`config.mk`:
```
export PLATFORM = sky130hd
export DESIGN_NAME = fixed_period_pwm
export DESIGN_NICKNAME = d
export VERILOG_FILES = /design/src/rtl/pwm_pkg.sv /design/src/rtl/pwm_regs.sv /design/src/rtl/pwm_timebase.sv /design/src/rtl/pwm_pin_fsm.sv /design/src/rtl/fixed_period_pwm.sv
export SDC_FILE = /design/constraint.sdc
export NUM_CORES = 1
export LEC_CHECK = 0
export ABC_AREA = 0
export BUFFER_PORTS_ARGS = -buffer_cell sky130_fd_sc_hd__clkbuf_2
export CELL_PAD_IN_SITES_DETAIL_PLACEMENT = 0
export CELL_PAD_IN_SITES_GLOBAL_PLACEMENT = 1
export CORE_ASPECT_RATIO = 2
export CORE_MARGIN = 8
export CORE_UTILIZATION = 42
export CTS_BUF_LIST = sky130_fd_sc_hd__clkbuf_4 sky130_fd_sc_hd__clkbuf_8
export DETAILED_ROUTE_END_ITERATION = 10
export PLACE_DENSITY = 0.89
export SLEW_MARGIN = 20
export SYNTH_ARGS = -nofsm -noshare
export SYNTH_HDL_FRONTEND = slang
export SYNTH_SLANG_ARGS = --single-unit
```
`constraint.sdc`:
```
create_clock -name clk -period 2 [get_ports clk]
set_clock_uncertainty 0.1 [all_clocks]
set_input_delay 0.2 -clock clk [delete_from_list [all_inputs] [get_ports clk]]
set_output_delay 0.2 -clock clk [all_outputs]
set_load 0.03 [all_outputs]
```
`src/rtl/pwm_pkg.sv`:
```
package pwm_pkg;
    localparam logic [7:0] ADDR_CTRL  = 8'hD2;
    localparam logic [7:0] ADDR_DUTY  = 8'hD8;
    localparam int         ENABLE_BIT = 7;
    localparam int         PHASE_W    = 8;
    localparam int         TICKS_PER_PERIOD = 1 << PHASE_W;

    typedef enum logic [1:0] {
        PIN_RELEASED = 2'd0,
        PIN_HIGH     = 2'd1,
        PIN_LOW      = 2'd2
    } pin_state_t;
endpackage

```
`src/rtl/pwm_regs.sv`:
```
module pwm_regs
    import pwm_pkg::*;
(
    input  logic         clk,
    input  logic         rst_n,
    input  logic         wr_en,
    input  logic [7:0]   addr,
    input  logic [7:0]   wdata,
    output logic [7:0]   rdata,
    output logic [PHASE_W-1:0] duty_q,
    output logic         en_q
);
    always_ff @(posedge clk) begin
        if (!rst_n) begin
            duty_q <= '0;
            en_q   <= 1'b0;
        end else if (wr_en) begin
            if (addr == ADDR_DUTY) duty_q <= wdata[PHASE_W-1:0];
            if (addr == ADDR_CTRL) en_q   <= wdata[ENABLE_BIT];
        end
    end

    always_comb begin
        rdata = 8'h00;
        if (addr == ADDR_DUTY) rdata = duty_q;
        else if (addr == ADDR_CTRL) rdata[ENABLE_BIT] = en_q;
    end
endmodule

```
`src/rtl/pwm_timebase.sv`:
```
module pwm_timebase
    import pwm_pkg::*;
#(
    parameter int TICK_DIV = 100
) (
    input  logic               clk,
    input  logic               rst_n,
    output logic [PHASE_W-1:0] phase_q
);
    logic tick;

    generate
        if (TICK_DIV > 1) begin : g_prescale
            localparam int CW = $clog2(TICK_DIV);
            localparam logic [CW-1:0] LAST = CW'(TICK_DIV - 1);
            logic [CW-1:0] pre_q;
            always_ff @(posedge clk) begin
                if (!rst_n)            pre_q <= '0;
                else if (pre_q == LAST) pre_q <= '0;
                else                   pre_q <= pre_q + 1'b1;
            end
            assign tick = (pre_q == LAST);
        end else begin : g_direct
            assign tick = 1'b1;
        end
    endgenerate

    always_ff @(posedge clk) begin
        if (!rst_n)    phase_q <= '0;
        else if (tick) phase_q <= phase_q + 1'b1;
    end
endmodule

```
`src/rtl/pwm_pin_fsm.sv`:
```
module pwm_pin_fsm
    import pwm_pkg::*;
(
    input  logic               clk,
    input  logic               rst_n,
    input  logic               en,
    input  logic [PHASE_W-1:0] duty,
    input  logic [PHASE_W-1:0] phase,
    output logic               pin_out,
    output logic               pin_oe
);
    pin_state_t state_q, state_d;
    logic in_high_window;

    assign in_high_window = (phase <= duty);

    always_ff @(posedge clk) begin
        if (!rst_n) state_q <= PIN_RELEASED;
        else        state_q <= state_d;
    end

    always_comb begin
        state_d = state_q;
        unique case (state_q)
            PIN_RELEASED: begin
                if (en) state_d = in_high_window ? PIN_HIGH : PIN_LOW;
            end
            PIN_HIGH: begin
                if (!en)                 state_d = PIN_RELEASED;
                else if (!in_high_window) state_d = PIN_LOW;
            end
            PIN_LOW: begin
                if (!en)                state_d = PIN_RELEASED;
                else if (in_high_window) state_d = PIN_HIGH;
            end
            default: state_d = PIN_RELEASED;
        endcase
    end

    always_comb begin
        pin_out = 1'b0;
        pin_oe  = 1'b0;
        unique case (state_q)
            PIN_RELEASED: begin
                pin_out = 1'b0;
                pin_oe  = 1'b0;
            end
            PIN_HIGH: begin
                pin_out = 1'b1;
                pin_oe  = 1'b1;
            end
            PIN_LOW: begin
                pin_out = 1'b0;
                pin_oe  = 1'b1;
            end
            default: begin
                pin_out = 1'b0;
                pin_oe  = 1'b0;
            end
        endcase
    end
endmodule

```
`src/rtl/fixed_period_pwm.sv`:
```
module fixed_period_pwm
    import pwm_pkg::*;
#(
    parameter int CLK_HZ = 25_600_000
) (
    input  logic       clk,
    input  logic       rst_n,
    input  logic       wr_en,
    input  logic [7:0] addr,
    input  logic [7:0] wdata,
    output logic [7:0] rdata,
    output logic       pwm_out,
    output logic       pwm_oe
);
    localparam int TICK_DIV = CLK_HZ / (TICKS_PER_PERIOD * 1000);

    logic [PHASE_W-1:0] duty_q;
    logic [PHASE_W-1:0] phase_q;
    logic               en_q;

    pwm_regs u_regs (
        .clk    (clk),
        .rst_n  (rst_n),
        .wr_en  (wr_en),
        .addr   (addr),
        .wdata  (wdata),
        .rdata  (rdata),
        .duty_q (duty_q),
        .en_q   (en_q)
    );

    pwm_timebase #(.TICK_DIV(TICK_DIV)) u_timebase (
        .clk     (clk),
        .rst_n   (rst_n),
        .phase_q (phase_q)
    );

    pwm_pin_fsm u_pin (
        .clk     (clk),
        .rst_n   (rst_n),
        .en      (en_q),
        .duty    (duty_q),
        .phase   (phase_q),
        .pin_out (pwm_out),
        .pin_oe  (pwm_oe)
    );
endmodule

```
; ---- Word level (Yosys, flattened, before mapping)
; Cells that the tools add are included.
[word_totals]
regBits = 26
inputBits = 19
out_inout_bits = 10
wordCells = 35
[classes]
addsub = 2
magnitude_cmp = 1
n_eq_ne = 8
muxes = 12
n_bitwise = 1
n_reduce_logical = 6
[ops]
columns = cell, n
row1 = "8-bit == test, second input constant", 2
row2 = 2-bit 2-to-1 mux, 6
row3 = "8-bit by 1-bit adder with 8-bit output, second input constant", 1
row4 = 8-bit less-or-equal comparator, 1
row5 = "7-bit by 1-bit adder with 7-bit output, second input constant", 1
row6 = "7-bit == test, second input constant", 1
row7 = 7-bit 2-to-1 mux, 1
row8 = 2-bit one-hot mux with 3 select lines, 1
row9 = 1-bit 2-to-1 mux, 4
row10 = 2-bit AND reduction, 2
row11 = 2-bit OR reduction, 2
row12 = "3-bit by 2-bit != test with 1-bit output, second input constant", 1
row13 = "3-bit != test, second input constant", 1
row14 = 3-bit AND reduction, 1
row15 = "2-bit by 1-bit == test with 1-bit output, second input constant", 1
row16 = "2-bit == test, second input constant", 1
row17 = 2-bit logical NOT, 1
row18 = "2-bit != test, second input constant", 1
row19 = 1-bit NOT, 1

; ---- Longest topological paths before layout
; Gate-level depths: netlist of run 1.
[logic_depth]
ltp_word = 4
mapped_depth = 7

; ---- Hierarchy
; From an unflattened synthesis of run 1, not the netlist that was laid out.
[unflattened]
hier_cells = 173
hier_area_um2 = 1510.2
[by_module_without_submodules]
columns = mod, n_inst, cells_per_inst, area_each_um2, seq_area_each_um2
row1 = pwm_timebase, 1, 67, 631.9, 300.3
row2 = pwm_regs, 1, 54, 464.2, 180.2
row3 = pwm_pin_fsm, 1, 52, 414.1, 40.0

; ---- Least setup slack after synthesis of run 1
; OpenSTA, ideal clock, no wires.
[synth_timing]
path_kind = flip-flop to flip-flop
startpoint = reg u_regs.duty_q[6]
endpoint = reg u_pin.state_q[0]
setup_ns = 0.072
t_arrival_ns = 1.494
t_required_ns = 1.828
setup_slack_ns = 0.334
path_stages_with_launch = 7
path_buffers = 0
period_less_slack_ns = 1.666
path_cell_list = dfxtp_1 > inv_1 > ha_1 > and4_1 > a21boi_1 > o31ai_1 > mux2i_1
[synth_via]
elab_chain_cells = 4
elab_cells_between_ends = 7
classes_between = order compare (1) / eq/ne (2) / mux (3) / reduce/logical (1)
[synth_rtl]
columns = element, line
row1 = start: declaration, pwm_regs.sv:10  ; output logic [PHASE_W-1:0] duty_q,
row2 = start signal: assignment, pwm_regs.sv:18  ; if (addr == ADDR_DUTY) duty_q <= wdata[PHASE_W-1:0];
row3 = 8-bit less-or-equal comparator (*), pwm_pin_fsm.sv:15  ; assign in_high_window = (phase <= duty);
row4 = 2-bit 2-to-1 mux (2 in series), pwm_pin_fsm.sv:26  ; if (en) state_d = in_high_window ? PIN_HIGH : PIN_LOW;
row5 = 2-bit one-hot mux with 3 select lines, pwm_pin_fsm.sv:24  ; unique case (state_q)
row6 = end signal: assignment, pwm_pin_fsm.sv:19  ; else state_q <= state_d;
row7 = end: declaration, pwm_pin_fsm.sv:12  ; pin_state_t state_q, state_d;
; Every way passes the cells marked *; elsewhere a longest branch is shown, timed or not. The select of a mux whose other input is x is not followed.
; A chain may end at the register's enable or synchronous reset.

; ---- Worst setup path after layout of run 1
[layout_timing]
startpoint = reg u_regs.duty_q[6]
endpoint = reg u_pin.state_q[1]
; The elaborated chain is that of the path after synthesis.

==> results of run 1 <==
[power by group]
group	switching, W	internal [W]
sequential	0.0000204	0.000535
combinational	0.000142	0.0000971
clock	0.000167	0.000176
total	0.000329	0.000808
[cells in the final DEF (no fill, tap or decap), types with 2 or more instances in the layout]
master / synthesis / final
nand4_1: 5 / 5
and3_1: 2 / 2
dfxtp_1: 26 / 26
nor2_1: 13 / 13
xor2_1: 3 / 3
ha_1: 14 / 14
and2_1: 14 / 14
inv_1: 11 / 11
xnor2_1: 9 / 9
a21boi_1: 10 / 10
mux2i_1: 6 / 6
o221ai_1: 2 / 2
nor2b_1: 6 / 6
clkbuf_2: 0 / 28
clkbuf_8: 0 / 4
nand2_1: 17 / 17
buf_4: 1 / 2
nand3_1: 12 / 12
[final cells by class]
class	instances	area [um^2]	share of cell area, %
Clock buffer	4	55.05	3.147
Tap cell	49	61.31	3.505
Multi-Input combinational cell	129	912.1	52.15
Sequential cell	26	520.5	29.76
Inverter	12	45.04	2.575
Timing Repair Buffer	30	155.1	8.870
[final timing paths]
| path | end | slack (ns) | depth (start not counted) |
|---|---|---|---|
| setup reg to reg | u_pin.state_q[1] | 0.17 | 6 |
| setup / recovery | u_pin.state_q[1] | 0.17 | 6 |
| hold / removal | u_regs.duty_q[1] | 0.05 | 3 |
| hold reg to reg | u_timebase.g_prescale.pre_q[0] | 0.35 | 1 |
[sequential cells by signal, indices dropped and copies added (netlist names)]
signal and flops:
u_pin.state_q 2, u_regs.duty_q 8, u_regs.en_q 1, u_timebase.g_prescale.pre_q 7
u_timebase.phase_q 8
[critical path: stages (launching register included)]
cell      delay (ns)
dfxtp_1         0.35
inv_1           0.05
ha_1            0.30
and4_1          0.21
a21boi_1        0.13
o31ai_1         0.37
mux2i_1         0.24
[cell usage after synthesis (3+ instances only)]
master    instances
a21boi_1         10
and2_1           14
clkbuf_1          3
dfxtp_1          26
ha_1             14
inv_1            11
mux2i_1           6
nand2_1          17
nand3_1          12
nand4_1           5
nor2_1           13
nor2b_1           6
xnor2_1           9
xor2_1            3
[logic make-up (layout without fill, tap and decap cells)]
| family | Yosys count | count (layout) | synth area share [%] |
|---|---|---|---|
| buffers and inverters | 18 | 46 | 5.315 |
| adders and majority gates | 14 | 14 | 11.63 |
| muxes | 6 | 6 | 3.987 |
| AOI/OAI and AO/OA | 20 | 20 | 9.635 |
| DFF | 26 | 26 | 34.55 |
| xor gates and xnor gates | 12 | 12 | 6.977 |
| and+or+nand+nor | 77 | 77 | 27.91 |
[routing by layer]
layer / vias to the layer above / GRT usage [%]
met5: - / 0
met4: 0 / 5.703
met3: 5 / 2.174
met2: 32 / 18.05
met1: 562 / 12.60
li1: 640 / -
[metrics by stage]
stage | hold WS [ns] | power (W) | instances
finish | 0.05213 | 0.001137 | 250
global route | 0.05240 | 0.001203 | 250
CTS | 0.03975 | 0.001155 | 250
detailed placement | 0.3406 | 0.0008051 | 246
global placement | 0.3279 | 0.0007995 | 246
floorplan | 0.2464 | 0.0007452 | 173
==> results.md, run 1 <==
* Global route overflow at 0
* Startpoint types: flop
* Max layer used: met4
* Met2 wire len at 1.388 mm
* Port bufs at 28
* Diodes inserted at 0
* Flops & latches, synth at 26
* Die Y at 100.7 um
* Worst Hold Class: input port to flop
* CTS clk-pin slew, worst paths at 0.09 ns
* Largest net degree at the start of global routing at 20
* Pre-CTS setup slack at 0.1846 ns
* Max Slew Vio Count at 0
* Final hold violations at 0
* Unrepaired setup endpoints after global routing: no
* Drt drc at 0
* Starting Density at 42.68%
* Seq/Total Area, Yosys at 34.55%
* Peak supply drop at 0.0004352 V
* Post-DP Area at 1694 um^2
* Fmax at 547.6 MHz
* Cell accounting for the most synthesized area: dfxtp_1
* Critical Path Start: u_regs.duty_q[6]
* DR iter-0 viols at 9
* TritonCTS clock tree: yes
* DR pass1 iterations at 4
* Worst path required time at 2.10 ns
* # hold bufs at CTS at 0
* Die area at 5876 um^2
* Final Cycle Share at 91.31%
* Metal3 WL at 98 um
* Ys async rst share at 0%
* Crit. End Element: flop
* Largest cells by area after synthesis: dfxtp_1 35%, ha_1 12%, and2_1 5.8%
* Worst-case clock buffer depth at 2
* Postcts setup bufs at 0
* Synthesized area per cell at 8.708 um^2
* Post-DP HPWL at 2.378 mm
* Leak pwr at 0.7054 nW
* Max cap viols at 0
* Row Count at 31
* Netlist cell types at 36
* Slew @ Worst Pin at 0.4201 ns
* Synthesized cell area at 1506 um^2
* Fin area at 1749 um^2
* Resize count post-CTS at 0
* Synth-to-layout area growth at 16.11%
* Synth Flop Type: dfxtp_1
* Final Net Count at 235
* Post-layout min period at 1.826 ns
* Share of layout cells above drive strength 1 at 19.40%
* EDFF count, synth at 0
* Reg-to-reg startpoint: u_regs.duty_q[6]
* Worst-Skew Late Latency at 0.27 ns
* Number of global-route vias before repair at 1253
* Critical path class: flop to flop
* Final Util at 49.56%
* M1 wire length at 1.418 mm
* Avg WL per Cell at 11.87 um
* Core ar. at 3530 um^2
* Setup_tns at 0 ns
* Clk sinks at 26
* Post-synth top area share at 34.55%
* # fillers at 346
* H-tree depth at 1
* Final setup viols at 0
* HP Start: wdata[1]
* CP max FO at 3
* Io pins at 29
* Overall Global Routing Usage at 10.90%
* Num CTS Buffers at 3
* Gate Count Post-Synth at 173
* Synth Warn # at 0
* Antenna viol nets, final at 0
* Syn nets at 206
* Via-to-Cell Ratio at 4.956
* Antenna violations before repair at 0
* Vias at 1239
* Status: completed
* Power Density at 650.2 nW/um^2
* Setup ws final at 0.1739 ns
* Max transition margin at 71.76%
* Placer congestion estimate at 0.7690
* Routed WL at 2.968 mm
* CTS Root Cell: clkbuf_8
* Worst Path Arrival at 1.93 ns
* Global-route wire length before repair at 5.140 mm
* Die width at 58.35 um
(Power assumes the default switching activity.)
==> run 2: changes to the inputs <==
ABC_AREA = 1   (was 0)
CORE_UTILIZATION = 40   (was 42)
GPL_TIMING_DRIVEN = 0   (was unset)
SETUP_SLACK_MARGIN = 0.5   (was unset)
==> run 2 against run 1 <==
Effect of this change:
- sequential cell count stayed put
- area after synthesis is 4.2% lower
- combinational power is 36% higher
==> results.md, run 2 <==
* Sw frac at 32.29% (+3.4 points)
* Global route overflow at 0 (unchanged)
* Cell accounting for the most synthesized area: dfxtp_1
* Num CTS Buffers at 3 (unchanged)
* Post-DP Area at 1648 um^2 (-2.7%)
* Die Y at 100.9 um (+0.23%)
* Leak pwr at 0.8439 nW (+20%)
* Worst-case clock buffer depth at 2 (unchanged)
* Final Cycle Share at 82.19% (-9.1 points)
* Fin area at 2059 um^2 (+18%)
* Clk pwr share at 25.4% (-4.7 points)
* Flop2flop setup slack at 0.36 ns (+0.18 ns)
* Antenna violations before repair at 0 (unchanged)
* Io pins at 29 (unchanged)
* Worst hold slack at 0.07761 ns (+0.02549 ns)
* Unrepaired setup endpoints after global routing: yes
* Top-count cell post-synth: inv_1
* Netlist cell types at 23 (-36%)
* Port bufs at 27 (-3.6%)
* Overall Global Routing Usage at 11.84% (+0.94 points)
* Max cap viols at 0 (unchanged)
* Crit path capture: u_pin.state_q[0]
* Comb power frac at 27.4% (+6.4 points)
* Final hold violations at 0 (unchanged)
* Global-route wire length before repair at 5.582 mm (+8.6%)
* DR iter-0 viols at 16 (+7)
* Syn nets at 233 (+13%)
* Worst Path Arrival at 1.72 ns (-0.21 ns)
* Most common cell after layout, fill and taps aside: inv_1
* Placer congestion estimate at 0.7961 (+3.5%)
* Share of layout cells above drive strength 1 at 45.45% (+26 points)
* Seq/Total Area, Yosys at 36.08% (+1.5 points)
* # fillers at 324 (-6.4%)
* Peak supply drop at 0.0004814 V (+11%)
* Antenna viol nets, final at 0 (unchanged)
* TritonCTS clock tree: yes
* Vias at 1403 (+13%)
* CTS Root Cell: clkbuf_8
* Gate Count Post-Synth at 200 (+16%)
* Max Slew Vio Count at 0 (unchanged)
* Multi-input logic area at 977.2 um^2 (+7.1%)
* Power Density at 574.2 nW/um^2 (-12%)
* Dpl cells at 276 (+12%)
* Clk sinks at 26 (unchanged)
* Slew @ Worst Pin at 0.5012 ns (+0.08114 ns)
* Synth top cells by count: 36 x inv_1, 33 x nand2_1, 26 x dfxtp_1
* CTS clk-pin slew, worst paths at 0.09 ns (about the same)
* H-tree depth at 1 (unchanged)
* Post-layout min period at 1.644 ns (-0.1824 ns)
* Die width at 58.47 um (+0.20%)
* DR pass1 iterations at 4 (unchanged)
* Largest cells by area after synthesis: dfxtp_1 36%, ha_1 12%, inv_1 9.4%
* Number of global-route vias before repair at 1306 (+4.2%)
* Synth-to-layout area growth at 42.76%
* Synthesized cell area at 1443 um^2 (-4.2%)
* Avg WL per Cell at 12.42 um (+4.6%)
* Drt drc at 0 (unchanged)
* Row Count at 31 (unchanged)
* Finished Layout Cells at 291 (+16%)
* Via-to-Cell Ratio at 4.821 (-2.7%)
* Fmax at 608.4 MHz (+11%)
* Final setup viols at 0 (unchanged)
* Synth Warn # at 0 (unchanged)
* Worst-Skew Late Latency at 0.27 ns (about the same)
* Diodes inserted at 0 (unchanged)
* Crit Reg-Reg Endpoint: u_pin.state_q[0]
* Setup_tns at 0 ns (unchanged)
* Regs by FF count: u_regs.duty_q (8), u_timebase.phase_q (8), u_timebase.g_prescale.pre_q (7)
* Critical Path Start: u_regs.duty_q[5]
* Flops & latches, synth at 26 (unchanged)
* CP max FO at 4 (+1)
* Die area at 5901 um^2 (+0.43%)
* Largest net degree at the start of global routing at 14 (-30%)
* Reg-to-reg startpoint: u_regs.duty_q[5]
* Post-DP HPWL at 2.409 mm (+1.3%)
* Worst Hold Class: input port to flop
* # hold bufs at CTS at 0 (unchanged)
* Psw at 0.0003818 W (+16%)
* Final Net Count at 277 (+18%)
* R2R depth at 11 (+5)
* Starting Density at 40.87% (-1.8 points)
* Synthesized area per cell at 7.213 um^2 (-17%)
* EDFF count, synth at 0 (unchanged)
* Flip-flop and latch area at 544.3 um^2 (+4.6%)
* Post-synth top area share at 36.08% (+1.5 points)
* Flop pwr share at 47.2% (-1.6 points)
* Worst path required time at 2.08 ns (-0.02 ns)
* Routed WL at 3.613 mm (+22%)
* Int Power at 0.0008007 W (-0.94%)
* Startpoint types: flop
* Core ar. at 3530 um^2 (unchanged)
* Most frequent cells in the layout: 25 x inv_1, 23 x nand2_1, 19 x a21oi_1
* Ys async rst share at 0% (unchanged)
* Critical path class: flop to flop
* Max transition margin at 66.59% (-5.2 points)
* Synth Flop Type: dfxtp_1
* Crit. End Element: flop
* Status: completed
[run 2: cell types whose count changed in the layout (fill, tap and decap cells not counted), sizes merged, moves of 11 or more]
cell	before	now
inv	12	36
nand2	18	34
a21oi	1	22
and2	14	0
nor2	13	24
o21ai	2	16
buf	2	16
[run 2: kinds of logic after synthesis]
kind of cell	count (synthesis)	share of synthesized area [%]
buffers and inverters	39	10.67
and+or+nand+nor	80	25.24
AOI/OAI and AO/OA	40	15.27
xor gates and xnor gates	1	0.6072
adders and majority gates	14	12.14
DFF	26	36.08
[run 2: worst min path at each step]
| stage | slack, ns | depth (start not counted) | endpoint | start |
|---|---|---|---|---|
| final | 0.08 | 3 | u_regs.duty_q[5] | wdata[5] |
| after global routing | 0.1 | 3 | u_regs.duty_q[5] | wdata[5] |
| after CTS | 0.07 | 3 | u_regs.duty_q[5] | wdata[5] |
| after detailed placement | 0.36 | 2 | u_timebase.g_prescale.pre_q[3] | u_timebase.g_prescale.pre_q[3] |
| after global placement | 0.35 | 1 | u_timebase.g_prescale.pre_q[0] | u_timebase.g_prescale.pre_q[0] |
| after floorplan | 0.26 | 2 | u_regs.duty_q[5] | wdata[5] |
[run 2: repair_timing]
item | in CTS | in global routing
gates resized for setup | 46 | 40
pin swaps | 13 | 20
setup buffers | 6 | 6
setup endpoints to repair | 16 | 26
[run 2: layer usage]
layer / part of all wire (%) / routed length [um] / vias up / global-route usage [%]
met5: 0 / 0 / - / 0
met4: 2.5 / 89 / 0 / 6.274
met3: 5.8 / 208 / 8 / 2.941
met2: 49 / 1753 / 33 / 18.99
met1: 43 / 1560 / 632 / 13.85
li1: - / - / 730 / -
[run 2: area by class of cell]
cell class	instances	share of cell area, %
clock buffers	3	2.005
well taps	49	2.977
multi-input cells	135	47.45
repair buffers	39	13.55
flip-flops and latches	26	26.43
plain buffers	3	0.9113
inverters	36	6.683
[run 2: worst max-delay path, cell delays in order (launching register included)]
cell	delay, ns
dfxtp_2	0.33
inv_2	0.04
ha_4	0.27
nand2_4	0.05
nor2_4	0.11
nand4_1	0.21
nand2_2	0.14
nand2_2	0.07
nand3_4	0.08
nand2_1	0.06
nand2_1	0.05
nor2_1	0.04
[run 2: power by group through the flow]
stage / Sequential, W / Combinational [W] / Clock (W)
floorplan: 0.000566 / 0.000215 / 0
global placement: 0.000569 / 0.000269 / 0
detailed placement: 0.000570 / 0.000273 / 0
CTS: 0.000558 / 0.000286 / 0.000312
global route: 0.000563 / 0.000363 / 0.000330
finish: 0.000558 / 0.000324 / 0.000300
[run 2: metrics by stage]
| step | utilization [%] | setup WS [ns] | total power [W] |
|---|---|---|---|
| 4_1_cts | 53.63 | 0.3484 | 0.001156 |
| 6_report | 58.35 | 0.3563 | 0.001183 |
| 3_3_place_gp | 46.69 | 0.3032 | 0.0008383 |
| 2_1_floorplan | - | 0.4363 | 0.0007810 |
| 3_5_place_dp | 46.69 | 0.2910 | 0.0008435 |
| 5_1_grt | 58.35 | 0.2626 | 0.001256 |
==> run 3: changes to the inputs <==
CORE_UTILIZATION = 36   (was 40)
PLACE_DENSITY = 0.85   (was 0.89)
clock period = 1.5 ns   (was 2 ns; I/O delays follow)
==> run 3 against run 2 <==
Effect of this change:
- the flow now finishes with violations (setup timing)
- cell area is 21% higher
- combinational power rose by 74%
- first-iteration DRC count grew to 2.6 times the previous value
- sequential share of layout area down 4.4 points
- wire length increased by 17%
- fmax decreased by 4.5%
- hold slack lost 0.059 ns
- final cell count rose by 5.2%
- clock power is 55% higher
- setup slack got worse by 0.58 ns
- critical path type unchanged
==> results.md, run 3 (synthesized netlist as in run 2, its figures left out) <==
* Drt drc at 0 (unchanged)
* Unrepaired setup endpoints after global routing: yes
* Avg WL per Cell at 13.87 um (+12%)
* DR iter-0 viols at 41 (+25)
* Die width at 60.76 um (+3.9%)
* Post-layout min period at 1.722 ns (+0.07817 ns)
* Critical path buffers and inverters at 2 (+1)
* CTS Root Cell: clkbuf_8
* Most frequent cells in the layout: 26 x nand2_1, 19 x inv_1, 19 x buf_6
* Startpoint types: flop
* Max Slew Vio Count at 0 (unchanged)
* Worst path required time at 1.58 ns (-0.50 ns)
* Slew @ Worst Pin at 0.8273 ns (+0.3261 ns)
* Row Count at 32 (+3.2%)
* Routed WL at 4.244 mm (+17%)
* Global-route wire length before repair at 6.492 mm (+16%)
* Io pins at 29 (unchanged)
* Crit. End Element: flop
* Worst Hold Class: input port to flop
* Diodes inserted at 0 (unchanged)
* Die area at 6412 um^2 (+8.7%)
* Core ar. at 3844 um^2 (+8.9%)
* Final Cycle Share at 114.8% (+33 points)
* Power Density at 719.9 nW/um^2 (+25%)
* Max transition margin at 44.85% (-22 points)
* Fmax at 580.8 MHz (-4.5%)
* Share of layout cells above drive strength 1 at 59.22% (+14 points)
* # fillers at 316 (-2.5%)
* Largest net degree at the start of global routing at 15 (+1)
* Setup ws final at -0.2219 ns (-0.5782 ns)
* Global route overflow at 0 (unchanged)
* Starting Density at 37.53% (-3.3 points)
* Via-to-Cell Ratio at 4.954 (+2.8%)
* Placer congestion estimate at 0.7082 (-11%)
* Synth-to-layout area growth at 73.29%
* Worst-Skew Late Latency at 0.28 ns (about the same)
* DR pass1 iterations at 4 (unchanged)
* CP max FO at 3 (-1)
* Post-DP HPWL at 2.928 mm (+22%)
* TritonCTS clock tree: yes
* H-tree depth at 1 (unchanged)
* CP delay by family, top: simple AND/OR/NAND/NOR gates
* Leak pwr at 1.023 nW (+21%)
* Pre-CTS setup slack at -0.2094 ns (-0.5005 ns)
* Die Y at 105.5 um (+4.6%)
* Num CTS Buffers at 3 (unchanged)
* Peak supply drop at 0.0006928 V (+44%)
* Status: finished with violations
* Antenna viol nets, final at 0 (unchanged)
* Clk sinks at 26 (unchanged)
* Max cap viols at 0 (unchanged)
* Regs by FF count: u_regs.duty_q (8), u_timebase.phase_q (8), u_timebase.g_prescale.pre_q (7)
* CTS clk-pin slew, worst paths at 0.09 ns (about the same)
* Vias at 1516 (+8.1%)
* Total Power Consumption at 0.001800 W (+52%)
* Final Net Count at 289 (+4.3%)
* Flip-flop and latch area at 550.5 um^2 (+1.1%)
* Number of global-route vias before repair at 1471 (+13%)
* Antenna violations before repair at 0 (unchanged)
* Worst-case clock buffer depth at 2 (unchanged)
* Failing checks: setup timing
* Multi-input logic area at 1180 um^2 (+21%)
* Critical path class: flop to flop
* # hold bufs at CTS at 0 (unchanged)
* Final setup viols at 3 (+3)
* Worst Path Arrival at 1.80 ns (+0.08 ns)
* Overall Global Routing Usage at 12.96% (+1.1 points)
* CP Cell Sequence: inv_2 -> ha_4 -> nand2_4 -> nor2_4 -> nand4_1 -> buf_4 -> nand3_1 -> a21oi_1 -> nor2_1 -> nor2_1
* Most common cell after layout, fill and taps aside: nand2_1
* Cell mode on critical path: nor2_1
* Port bufs at 27 (unchanged)
* Crit-path max cell delay at 0.33 ns (about the same)
* Slowest CP cell: dfxtp_2
* Final hold violations at 0 (unchanged)
[run 3: power by group]
group / switching, W / total (W) / internal (W)
Combinational: 0.000309 / 0.000563 / 0.000254
Clock: 0.000231 / 0.000466 / 0.000235
Sequential: 0.0000421 / 0.000771 / 0.000729
[run 3: final cells by class]
type,instances,area share (%)
Multi-Input combinational cell,135,47.20
Sequential cell,26,22.02
Timing Repair Buffer,51,18.57
Inverter,36,6.557
Tap cell,51,2.553
Clock buffer,4,2.202
Buffer,3,0.9009
[run 3: tightest hold or removal path, delay by kind of cell]
kind,cells,cell delay [ns]
buffers and inverters,1,0.08
AOI/OAI and AO/OA,2,0.13
[run 3: timing repair]
action | in CTS | in global routing
buffers inserted | 12 | 11
setup endpoints to repair | 36 | 35
pin swaps | 17 | 15
resized for setup | 74 | 52
cloned | 1 | 0
[run 3: stage by stage]
stage | TNS (ns) | instance area, um^2 | cells | hold WS [ns] | util, %
3_3_place_gp | -0.3508 | 1815 | 278 | 0.3137 | 47.23
3_5_place_dp | -0.5136 | 1815 | 278 | 0.3237 | 47.23
5_1_grt | -0.9953 | 2500 | 306 | 0.03148 | 65.04
2_1_floorplan | 0 | 1617 | 200 | 0.2077 | -
6_report | -0.4547 | 2500 | 306 | 0.01881 | 65.04
4_1_cts | -0.3344 | 2245 | 295 | 0.03342 | 58.40
[run 3: worst paths after layout]
| check | slack [ns] | startpoint | end | cells past startpoint |
|---|---|---|---|---|
| worst min register to register | 0.38 | u_regs.duty_q[2] | u_regs.duty_q[2] | 2 |
| worst min-delay path | 0.02 | wdata[6] | u_regs.duty_q[6] | 3 |
| worst max register to register | -0.22 | u_regs.duty_q[6] | u_pin.state_q[1] | 10 |
| worst max-delay path | -0.22 | u_regs.duty_q[6] | u_pin.state_q[1] | 10 |
[run 3: layer usage]
layer  track usage, %  routed length (um)  part of all wire, %  up-vias
li1                 -                   -                    -      761
met1            11.84                1419                   33      720
met2            25.88                2588                   61       30
met3            1.827                 175                  4.1        5
met4            4.874                  60                  1.4        0
met5                0                   0                    0        -
